**src/rtl/serprog_pkg.sv**
```systemverilog
package serprog_pkg;

  localparam int CMD_BITS  = 6;
  localparam int WORD_BITS = 14;

  typedef enum logic [3:0] {
    OP_LOAD_CFG   = 4'd0,
    OP_LOAD_DATA  = 4'd1,
    OP_READ       = 4'd2,
    OP_INC_ADDR   = 4'd3,
    OP_PROG_BEGIN = 4'd4,
    OP_PROG_END   = 4'd5,
    OP_ERASE_ALL  = 4'd6,
    OP_ERASE_ROW  = 4'd7,
    OP_UNKNOWN    = 4'd15
  } op_e;

  typedef enum logic [1:0] {
    PH_CMD  = 2'd0,
    PH_LOAD = 2'd1,
    PH_READ = 2'd2
  } phase_e;

  // Command decode; x positions are wildcards.
  function automatic op_e decode_cmd(input logic [CMD_BITS-1:0] code);
    op_e op;
    casez (code)
      6'b??0000: op = OP_LOAD_CFG;
      6'b??0010: op = OP_LOAD_DATA;
      6'b??0100: op = OP_READ;
      6'b??0110: op = OP_INC_ADDR;
      6'b?11000: op = OP_PROG_BEGIN;
      6'b?01010: op = OP_PROG_END;
      6'b??1001: op = OP_ERASE_ALL;
      6'b?10001: op = OP_ERASE_ROW;
      default:   op = OP_UNKNOWN;
    endcase
    return op;
  endfunction

  function automatic logic op_has_frame(input op_e op);
    return (op == OP_LOAD_CFG) || (op == OP_LOAD_DATA) || (op == OP_READ);
  endfunction

endpackage

```
**src/rtl/serprog_sync.sv**
```systemverilog
module serprog_sync #(
  parameter int STAGES = 2
) (
  input  logic clk,
  input  logic rst_n,
  input  logic pin_clk,
  input  logic pin_dat,
  output logic dat_s,
  output logic rise_evt,
  output logic fall_evt
);
  logic [STAGES-1:0] c_pipe;
  logic [STAGES-1:0] d_pipe;
  logic              c_prev;

  generate
    if (STAGES == 1) begin : g_single
      always_ff @(posedge clk or negedge rst_n) begin
        if (!rst_n) begin
          c_pipe <= '0;
          d_pipe <= '0;
        end else begin
          c_pipe <= pin_clk;
          d_pipe <= pin_dat;
        end
      end
    end else begin : g_chain
      always_ff @(posedge clk or negedge rst_n) begin
        if (!rst_n) begin
          c_pipe <= '0;
          d_pipe <= '0;
        end else begin
          c_pipe <= {c_pipe[STAGES-2:0], pin_clk};
          d_pipe <= {d_pipe[STAGES-2:0], pin_dat};
        end
      end
    end
  endgenerate

  always_ff @(posedge clk or negedge rst_n) begin
    if (!rst_n) c_prev <= 1'b0;
    else        c_prev <= c_pipe[STAGES-1];
  end

  assign rise_evt = c_pipe[STAGES-1] & ~c_prev;
  assign fall_evt = ~c_pipe[STAGES-1] & c_prev;
  assign dat_s    = d_pipe[STAGES-1];
endmodule

```
**src/rtl/serprog_seq.sv**
```systemverilog
module serprog_seq
  import serprog_pkg::*;
#(
  parameter int DATA_W = WORD_BITS,
  parameter int CNT_W  = $clog2(DATA_W + 3)
) (
  input  logic                clk,
  input  logic                rst_n,
  input  logic                mode_en,
  input  logic                fall_evt,
  input  logic                dat_s,
  output phase_e              phase,
  output logic [CNT_W-1:0]    cnt,
  output logic                cmd_valid,
  output logic [CMD_BITS-1:0] cmd_code,
  output op_e                 cmd_op,
  output logic                rd_req,
  output logic                load_valid,
  output logic [DATA_W-1:0]   load_word
);
  localparam int FRAME_LEN = DATA_W + 2;

  logic [CMD_BITS-1:0] cmd_sr;
  logic [CMD_BITS-1:0] cmd_next;
  op_e                 op_next;
  logic                last_cmd_bit;
  logic                last_frame_bit;
  logic                payload_bit;

  assign cmd_next       = {dat_s, cmd_sr[CMD_BITS-1:1]};
  assign op_next        = decode_cmd(cmd_next);
  assign last_cmd_bit   = (cnt == CNT_W'(CMD_BITS - 1));
  assign last_frame_bit = (cnt == CNT_W'(FRAME_LEN - 1));
  assign payload_bit    = (cnt >= CNT_W'(1)) && (cnt <= CNT_W'(DATA_W));

  always_ff @(posedge clk or negedge rst_n) begin
    if (!rst_n) begin
      phase      <= PH_CMD;
      cnt        <= '0;
      cmd_sr     <= '0;
      cmd_code   <= '0;
      cmd_op     <= OP_UNKNOWN;
      cmd_valid  <= 1'b0;
      rd_req     <= 1'b0;
      load_valid <= 1'b0;
      load_word  <= '0;
    end else begin
      cmd_valid  <= 1'b0;
      rd_req     <= 1'b0;
      load_valid <= 1'b0;
      if (!mode_en) begin
        phase <= PH_CMD;
        cnt   <= '0;
      end else if (fall_evt) begin
        if (phase == PH_CMD) begin
          cmd_sr <= cmd_next;
          if (last_cmd_bit) begin
            cnt       <= '0;
            cmd_valid <= 1'b1;
            cmd_code  <= cmd_next;
            cmd_op    <= op_next;
            rd_req    <= (op_next == OP_READ);
            if (op_has_frame(op_next))
              phase <= (op_next == OP_READ) ? PH_READ : PH_LOAD;
          end else begin
            cnt <= cnt + CNT_W'(1);
          end
        end else begin
          if (phase == PH_LOAD && payload_bit)
            load_word <= {dat_s, load_word[DATA_W-1:1]};
          if (last_frame_bit) begin
            cnt   <= '0;
            phase <= PH_CMD;
            if (phase == PH_LOAD) load_valid <= 1'b1;
          end else begin
            cnt <= cnt + CNT_W'(1);
          end
        end
      end
    end
  end
endmodule

```
**src/rtl/serprog_rd_drv.sv**
```systemverilog
module serprog_rd_drv #(
  parameter int DATA_W = 14,
  parameter int CNT_W  = $clog2(DATA_W + 3)
) (
  input  logic              clk,
  input  logic              rst_n,
  input  logic              mode_en,
  input  logic              rise_evt,
  input  logic              fall_evt,
  input  logic              rd_phase,
  input  logic [CNT_W-1:0]  cnt,
  input  logic [DATA_W-1:0] rd_word,
  output logic              sdat_out,
  output logic              sdat_oe
);
  localparam int FRAME_LEN = DATA_W + 2;

  logic [DATA_W-1:0] tx_sr;

  always_ff @(posedge clk or negedge rst_n) begin
    if (!rst_n) begin
      tx_sr    <= '0;
      sdat_out <= 1'b0;
      sdat_oe  <= 1'b0;
    end else if (!mode_en) begin
      sdat_out <= 1'b0;
      sdat_oe  <= 1'b0;
    end else if (rd_phase && rise_evt) begin
      if (cnt == CNT_W'(1)) begin
        tx_sr    <= rd_word >> 1;
        sdat_out <= rd_word[0];
        sdat_oe  <= 1'b1;
      end else if (cnt >= CNT_W'(2) && cnt <= CNT_W'(DATA_W)) begin
        tx_sr    <= tx_sr >> 1;
        sdat_out <= tx_sr[0];
      end else if (cnt == CNT_W'(FRAME_LEN - 1)) begin
        sdat_out <= 1'b0;
      end
    end else if (rd_phase && fall_evt && cnt == CNT_W'(FRAME_LEN - 1)) begin
      sdat_out <= 1'b0;
      sdat_oe  <= 1'b0;
    end
  end
endmodule

```
**src/rtl/serprog_target.sv**
```systemverilog
module serprog_target
  import serprog_pkg::*;
#(
  parameter int DATA_W      = WORD_BITS,
  parameter int SYNC_STAGES = 2
) (
  input  logic                clk,
  input  logic                rst_n,
  input  logic                mode_en,
  input  logic                sclk_pin,
  input  logic                sdat_pin,
  output logic                sdat_out,
  output logic                sdat_oe,
  output logic                cmd_valid,
  output logic [CMD_BITS-1:0] cmd_code,
  output logic [3:0]          cmd_op,
  output logic                rd_req,
  input  logic [DATA_W-1:0]   rd_word,
  output logic                load_valid,
  output logic [DATA_W-1:0]   load_word
);
  localparam int CNT_W = $clog2(DATA_W + 3);

  logic             rise_evt;
  logic             fall_evt;
  logic             dat_s;
  phase_e           phase;
  logic [CNT_W-1:0] frame_cnt;
  op_e              op_q;
  logic             rd_phase;

  serprog_sync #(.STAGES(SYNC_STAGES)) u_sync (
    .clk      (clk),
    .rst_n    (rst_n),
    .pin_clk  (sclk_pin),
    .pin_dat  (sdat_pin),
    .dat_s    (dat_s),
    .rise_evt (rise_evt),
    .fall_evt (fall_evt)
  );

  serprog_seq #(.DATA_W(DATA_W), .CNT_W(CNT_W)) u_seq (
    .clk        (clk),
    .rst_n      (rst_n),
    .mode_en    (mode_en),
    .fall_evt   (fall_evt),
    .dat_s      (dat_s),
    .phase      (phase),
    .cnt        (frame_cnt),
    .cmd_valid  (cmd_valid),
    .cmd_code   (cmd_code),
    .cmd_op     (op_q),
    .rd_req     (rd_req),
    .load_valid (load_valid),
    .load_word  (load_word)
  );

  assign rd_phase = (phase == PH_READ);
  assign cmd_op   = op_q;

  serprog_rd_drv #(.DATA_W(DATA_W), .CNT_W(CNT_W)) u_drv (
    .clk      (clk),
    .rst_n    (rst_n),
    .mode_en  (mode_en),
    .rise_evt (rise_evt),
    .fall_evt (fall_evt),
    .rd_phase (rd_phase),
    .cnt      (frame_cnt),
    .rd_word  (rd_word),
    .sdat_out (sdat_out),
    .sdat_oe  (sdat_oe)
  );
endmodule

```
**config.mk**
```make
export PLATFORM = sky130hd
export DESIGN_NAME = serprog_target
export DESIGN_NICKNAME = d
export VERILOG_FILES = /design/src/rtl/serprog_pkg.sv /design/src/rtl/serprog_sync.sv /design/src/rtl/serprog_seq.sv /design/src/rtl/serprog_rd_drv.sv /design/src/rtl/serprog_target.sv
export SDC_FILE = /design/constraint.sdc
export NUM_CORES = 1
export LEC_CHECK = 0
export BUFFER_PORTS_ARGS = -buffer_cell sky130_fd_sc_hd__buf_2
export CAP_MARGIN = 20
export CORE_UTILIZATION = 24
export CTS_CLUSTER_SIZE = 8
export DETAILED_ROUTE_END_ITERATION = 8
export GPL_TIMING_DRIVEN = 0
export HOLD_SLACK_MARGIN = 0.08
export PLACE_DENSITY = 0.49
export SYNTH_ARGS = -nofsm -noshare
export SYNTH_HDL_FRONTEND = slang
export SYNTH_SLANG_ARGS = --single-unit
```
**constraint.sdc**
```tcl
create_clock -name clk -period 2.6 [get_ports clk]
set_input_delay 0.52 -clock clk [delete_from_list [all_inputs] [get_ports clk]]
set_output_delay 0.52 -clock clk [all_outputs]
set_load 0.1 [all_outputs]
```
; Word-level counts from Yosys, hierarchy flattened
; Index checks and enable logic that the tools add are counted.
[word_totals]
word_cells = 101
in_bits = 19
output_inout_bits = 29
register_bits = 61
[op_classes]
n_mux = 37
n_bitwise = 5
n_lt_le_gt_ge = 3
n_eq_ne = 21
addsub = 1
n_reduce_logical = 19
[ops]
columns = operator, n
row1 = $pmux 4 s8, 1
row2 = $mux 14, 2
row3 = $mux 5, 5
row4 = $mux 1, 22
row5 = $mux 2, 7
row6 = $reduce_and 4->1, 3
row7 = $eq 5x4->1 const B, 2
row8 = $eq 5x5->1 const B, 2
row9 = $eq 4x2->1 const B, 2
row10 = $eq 4x3->1 const B, 2
row11 = $logic_not 4->1, 2
row12 = $logic_and 1x1->1, 6
row13 = $ne 3x1->1 const B, 2
row14 = $ne 3x3->1 const B, 2
row15 = $reduce_and 3->1, 2
row16 = $add 5x1->5 const B, 1
row17 = $eq 5x1->1 const B, 1
row18 = $eq 5x3->1 const B, 1
row19 = $ge 5x1->1 const B, 1
row20 = $ge 5x2->1 const B, 1
row21 = $le 5x4->1 const B, 1
row22 = $ne 5x5->1 const B, 1
row23 = $eq 4x1->1 const B, 1
row24 = $eq 4x4->1 const B, 1
row25 = other kinds (10), 15

; Depth between registers and ports, before layout
[logic_depth]
depth_word = 10
depth_mapped = 7

; Modules after synthesis
; Synthesis repeated with hierarchy kept, for this count alone.
[hier_totals]
cells_unflattened = 231
hier_area_um2 = 2705.1
[by_module_without_submodules]
columns = mod, n_inst, area_per_inst_um2, cells_each
row1 = serprog_seq, 1, 1775.5, 149
row2 = serprog_rd_drv, 1, 775.7, 74
row3 = serprog_sync, 1, 140.1, 7
row4 = serprog_target, 1, 13.8, 1

; Worst setup path after synthesis
; Ideal clock, no wire load.
[synth_path]
kind = register -> register
from = register u_seq.cnt[1]
to = register u_drv.tx_sr[4]
path_buffers = 1
path_slack_ns = 0.419
synth_period_minus_slack_ns = 2.181
arrival_ns = 2.056
t_required_ns = 2.475
setup_ns = 0.125
stages_incl_launch_ff = 7
path_cell_list = dfrtp_1 > inv_1 > ha_1 > nor4b_2 > buf_2 > mux2_2 > mux2_2
[synth_via]
elab_chain_cells = 4
elab_cells_between_ends = 7
classes_between = order compare: 2 / eq/ne: 1 / mux: 1 / reduce/logical: 3
[synth_rtl]
columns = item, line
row1 = from (decl), serprog_seq.sv:13  ; output logic [CNT_W-1:0] cnt,
row2 = from (signal assigned), serprog_seq.sv:66  ; cnt <= cnt + CNT_W'(1);
row3 = from (signal assigned), serprog_seq.sv:76  ; cnt <= cnt + CNT_W'(1);
row4 = $ge 5x2->1 or $le 5x4->1 (tied branches), serprog_rd_drv.sv:33  ; end else if (cnt >= CNT_W'(2) && cnt <= CNT_W'(DATA_W)) begin
row5 = $logic_and 1x1->1, serprog_rd_drv.sv:33
row6 = $reduce_bool 2->1 (no line), n/a
row7 = $reduce_and 3->1 (no line), n/a
row8 = to (signal assigned), serprog_rd_drv.sv:30  ; tx_sr <= rd_word >> 1;
row9 = to (signal assigned), serprog_rd_drv.sv:34  ; tx_sr <= tx_sr >> 1;
row10 = to (decl), serprog_rd_drv.sv:18  ; logic [DATA_W-1:0] tx_sr;
; Several ways; a longest one is shown, not always the timed one.
; A chain may end at the register's enable or synchronous reset.

; Worst setup path after layout
[layout_path]
from = register u_seq.cnt[1]
to = register u_drv.tx_sr[7]
; Same word-level chain as after synthesis.

==> out/qor.yml <==
final-setup-viol-count: 0
worstMarginPinSlew_ns: 0.752
cp.arrival_ns: 2.54
r2r_cells: 6
areaGrowthSynthToFinish_pct: 27.6
max_freq_mhz: 427
setup_tns_ns: 0
p_leak_nw: 1.75
syn_area_per_cell_um2: 13.0
placedCellCount: 397
ys_warn_count: 0
core_um2: 10900
drv_slew: 0
rsz0062_at_grt: "false"
cts_hold_buf: 0
fp.dieH_um: 109
die-area_um2: 11800
grt_pass1_vias: 1848
relSlewSlack: 0.499
yosys.area.top_type: "dfrtp_1"
cts_buffers: 9
ir_worst_vdd_v: 0.000319
post_cts_buffers: 0
cts_tree: "yes"
final_nets: 292
hold_path_class: "in2async"
gp_congestion: 0.748
cp_max_fo: 10
synth-async-reset-ratio: 1.00
start_util: 0.249
endpoint: "u_drv.tx_sr[7]"
ctsResizeCount: 1
clk_pin_slew_ns: 0.05
die_x_um: 109
r2r_end: "u_drv.tx_sr[7]"
synth_seq_cells: 59
numPortBuffers: 47
r2r_slack_ns: 0.26
maxCapViolCount: 0
synth_edf_count: 0
drive_gt1_frac: 0.465
status: "finished clean"
syn_area_um2: 2720
first_pass_iters: 4
r2r_start: "u_seq.cnt[1]"
row_count: 38
detail-route-antenna-nets: 0
finalPower_mw: 2.53
cts.sinks: 59
diodes: 0
avgViaCountPerCell: 4.34
syn_nets: 234
grt_pass1_wl_um: 9520
min_period_ns: 2.34
ys_types: 46
antenna_found_initial: 0
first_iter_violations: 47
routed_wl_um: 5580
cp-end-kind: "register"
period_share: 0.902
worstSetupPathType: "reg2reg"
cp.required_ns: 2.80
dp_hpwl_um: 3840
wl_per_cell_um: 13.5
cts_root_buf: "clkbuf_16"
ios: 48
fin_cells: 413
vias: 1792
synth-main-ff-cell: "dfrtp_1"
synthDominantCellAreaShare: 0.505
grt_usage: 0.106
clock_latency_ns: 0.32
critPathLaunch: "u_seq.cnt[1]"
cts_max_level: 3
synth_area_leaders: "dfrtp_1 (51%), mux2_2 (16%), mux2_4 (5.5%), dfstp_2 (3.9%), ha_1 (2.3%)"
fill_cells: 1120
final-hold-violation-count: 0
synth_cells: 210
cts_max_path_buffers: 2
finClkSkew_ns: 0.00933
p_per_area_nw_per_um2: 726
start_kind: "register"
overflow: 0
synth.yosys.seq_area_share: 0.544
grt_max_degree: 60
drc: 0
==> per-layer routing <==
| layer | routed length [um] | track usage | vias to the layer above |
|---|---|---|---|
| li1 | - | - | 862 |
| met1 | 2700 | 0.137 | 879 |
| met2 | 2520 | 0.160 | 45 |
| met3 | 309 | 0.0404 | 6 |
| met4 | 45 | 0.0376 | 0 |
| met5 | 0 | 0 | - |
==> synth_stat cells (2+ instances only) <==
cell / instances
nand3_1: 6
nor2b_1: 5
nor2_1: 10
mux2i_1: 2
o21ai_0: 7
dfstp_2: 4
a21boi_0: 2
inv_1: 8
nand2_1: 13
dfrtp_1: 55
ha_1: 5
buf_2: 2
a21oi_1: 4
mux2_2: 39
mux2_4: 10
nand2b_1: 3
nor3_1: 3
clkbuf_1: 4
==> cells in the final DEF (no fill, tap or decap), types with 2 or more instances in the layout <==
cell       instances
nand2_1           13
mux2_4            10
nand2b_1           3
mux2i_1            2
nand3_1            6
mux2_2            39
inv_1              8
buf_4              2
a21oi_1            4
nor3_1             3
clkbuf_8           2
ha_1               5
o21ai_0            7
clkbuf_16          9
bufinv_16          2
a21boi_0           2
dfstp_2            4
buf_2             48
clkbuf_1           5
nor2b_1            5
dfrtp_1           55
nor2_1            10
==> critical path, cell delays in order, from the launching register on <==
cell and delay [ns]:
dfrtp_1 0.43, inv_1 0.10, ha_1 0.23, nor4b_4 0.50, buf_2 0.34, mux2_2 0.36, mux2_2 0.27
==> where the power goes <==
part / total [mW] / internal [mW] / switching [mW] / leakage, nW
Sequential: 1.01 / 0.958 / 0.0531 / 0.788
Combinational: 0.223 / 0.105 / 0.118 / 0.801
Clock: 1.29 / 0.890 / 0.400 / 0.163
==> stage by stage <==
| step | instance area (um2) | setup WS, ns | utilization | hold slack (ns) |
|---|---|---|---|---|
| finish | 3480 | 0.256 | 0.318 | 0.281 |
| floorplan | 2720 | 0.419 | - | 0.224 |
| detailed placement | 3140 | -0.0296 | 0.287 | 0.335 |
| global route | 3480 | 0.137 | 0.318 | 0.282 |
| CTS | 3480 | 0.218 | 0.318 | 0.286 |
| global placement | 3130 | -0.0490 | 0.287 | 0.333 |
==> worst min-delay path by stage <==
stage	from	end	slack, ns	cells past startpoint
after floorplan	rst_n	u_drv.sdat_oe	0.22	0
after global placement	u_sync.d_pipe[0]	u_sync.d_pipe[1]	0.33	0
after detailed placement	u_sync.d_pipe[0]	u_sync.d_pipe[1]	0.33	0
after CTS	sdat_pin	u_sync.d_pipe[0]	0.29	1
after global routing	sdat_pin	u_sync.d_pipe[0]	0.28	1
final	rst_n	u_drv.tx_sr[0]	0.28	1
==> cell families after synthesis <==
family | share of synthesized area
xor+xnor | 0.00322
compound gates | 0.0666
fa+ha+maj | 0.0230
mux | 0.224
buf+inv | 0.0345
simple gates | 0.105
flops | 0.544
==> cell type report <==
cell class                 instances  area [um2]  share of cell area
inverter                           8        30.0             0.00864
tap                              140         175              0.0504
clock inverter                     4        73.8              0.0212
timing repair buffer              47         238              0.0684
clock buffer                      12         256              0.0738
sequential                        59        1480               0.426
multi-input combinational        134        1160               0.333
buffer                             9        63.8              0.0184
==> sequential cells by signal, indices dropped and copies added (netlist names) <==
name              cells
u_seq.load_word      14
u_drv.tx_sr          13
u_drv.sdat_oe         1
u_drv.sdat_out        1
u_seq.load_valid      1
u_sync.d_pipe         2
u_seq.cmd_code        6
u_seq.cnt             5
u_seq.phase           2
u_seq.cmd_op          4
u_sync.c_prev         1
u_seq.rd_req          1
u_seq.cmd_valid       1
u_sync.c_pipe         2
u_seq.cmd_sr          5
No activity file was read; power rests on OpenSTA's default activity.
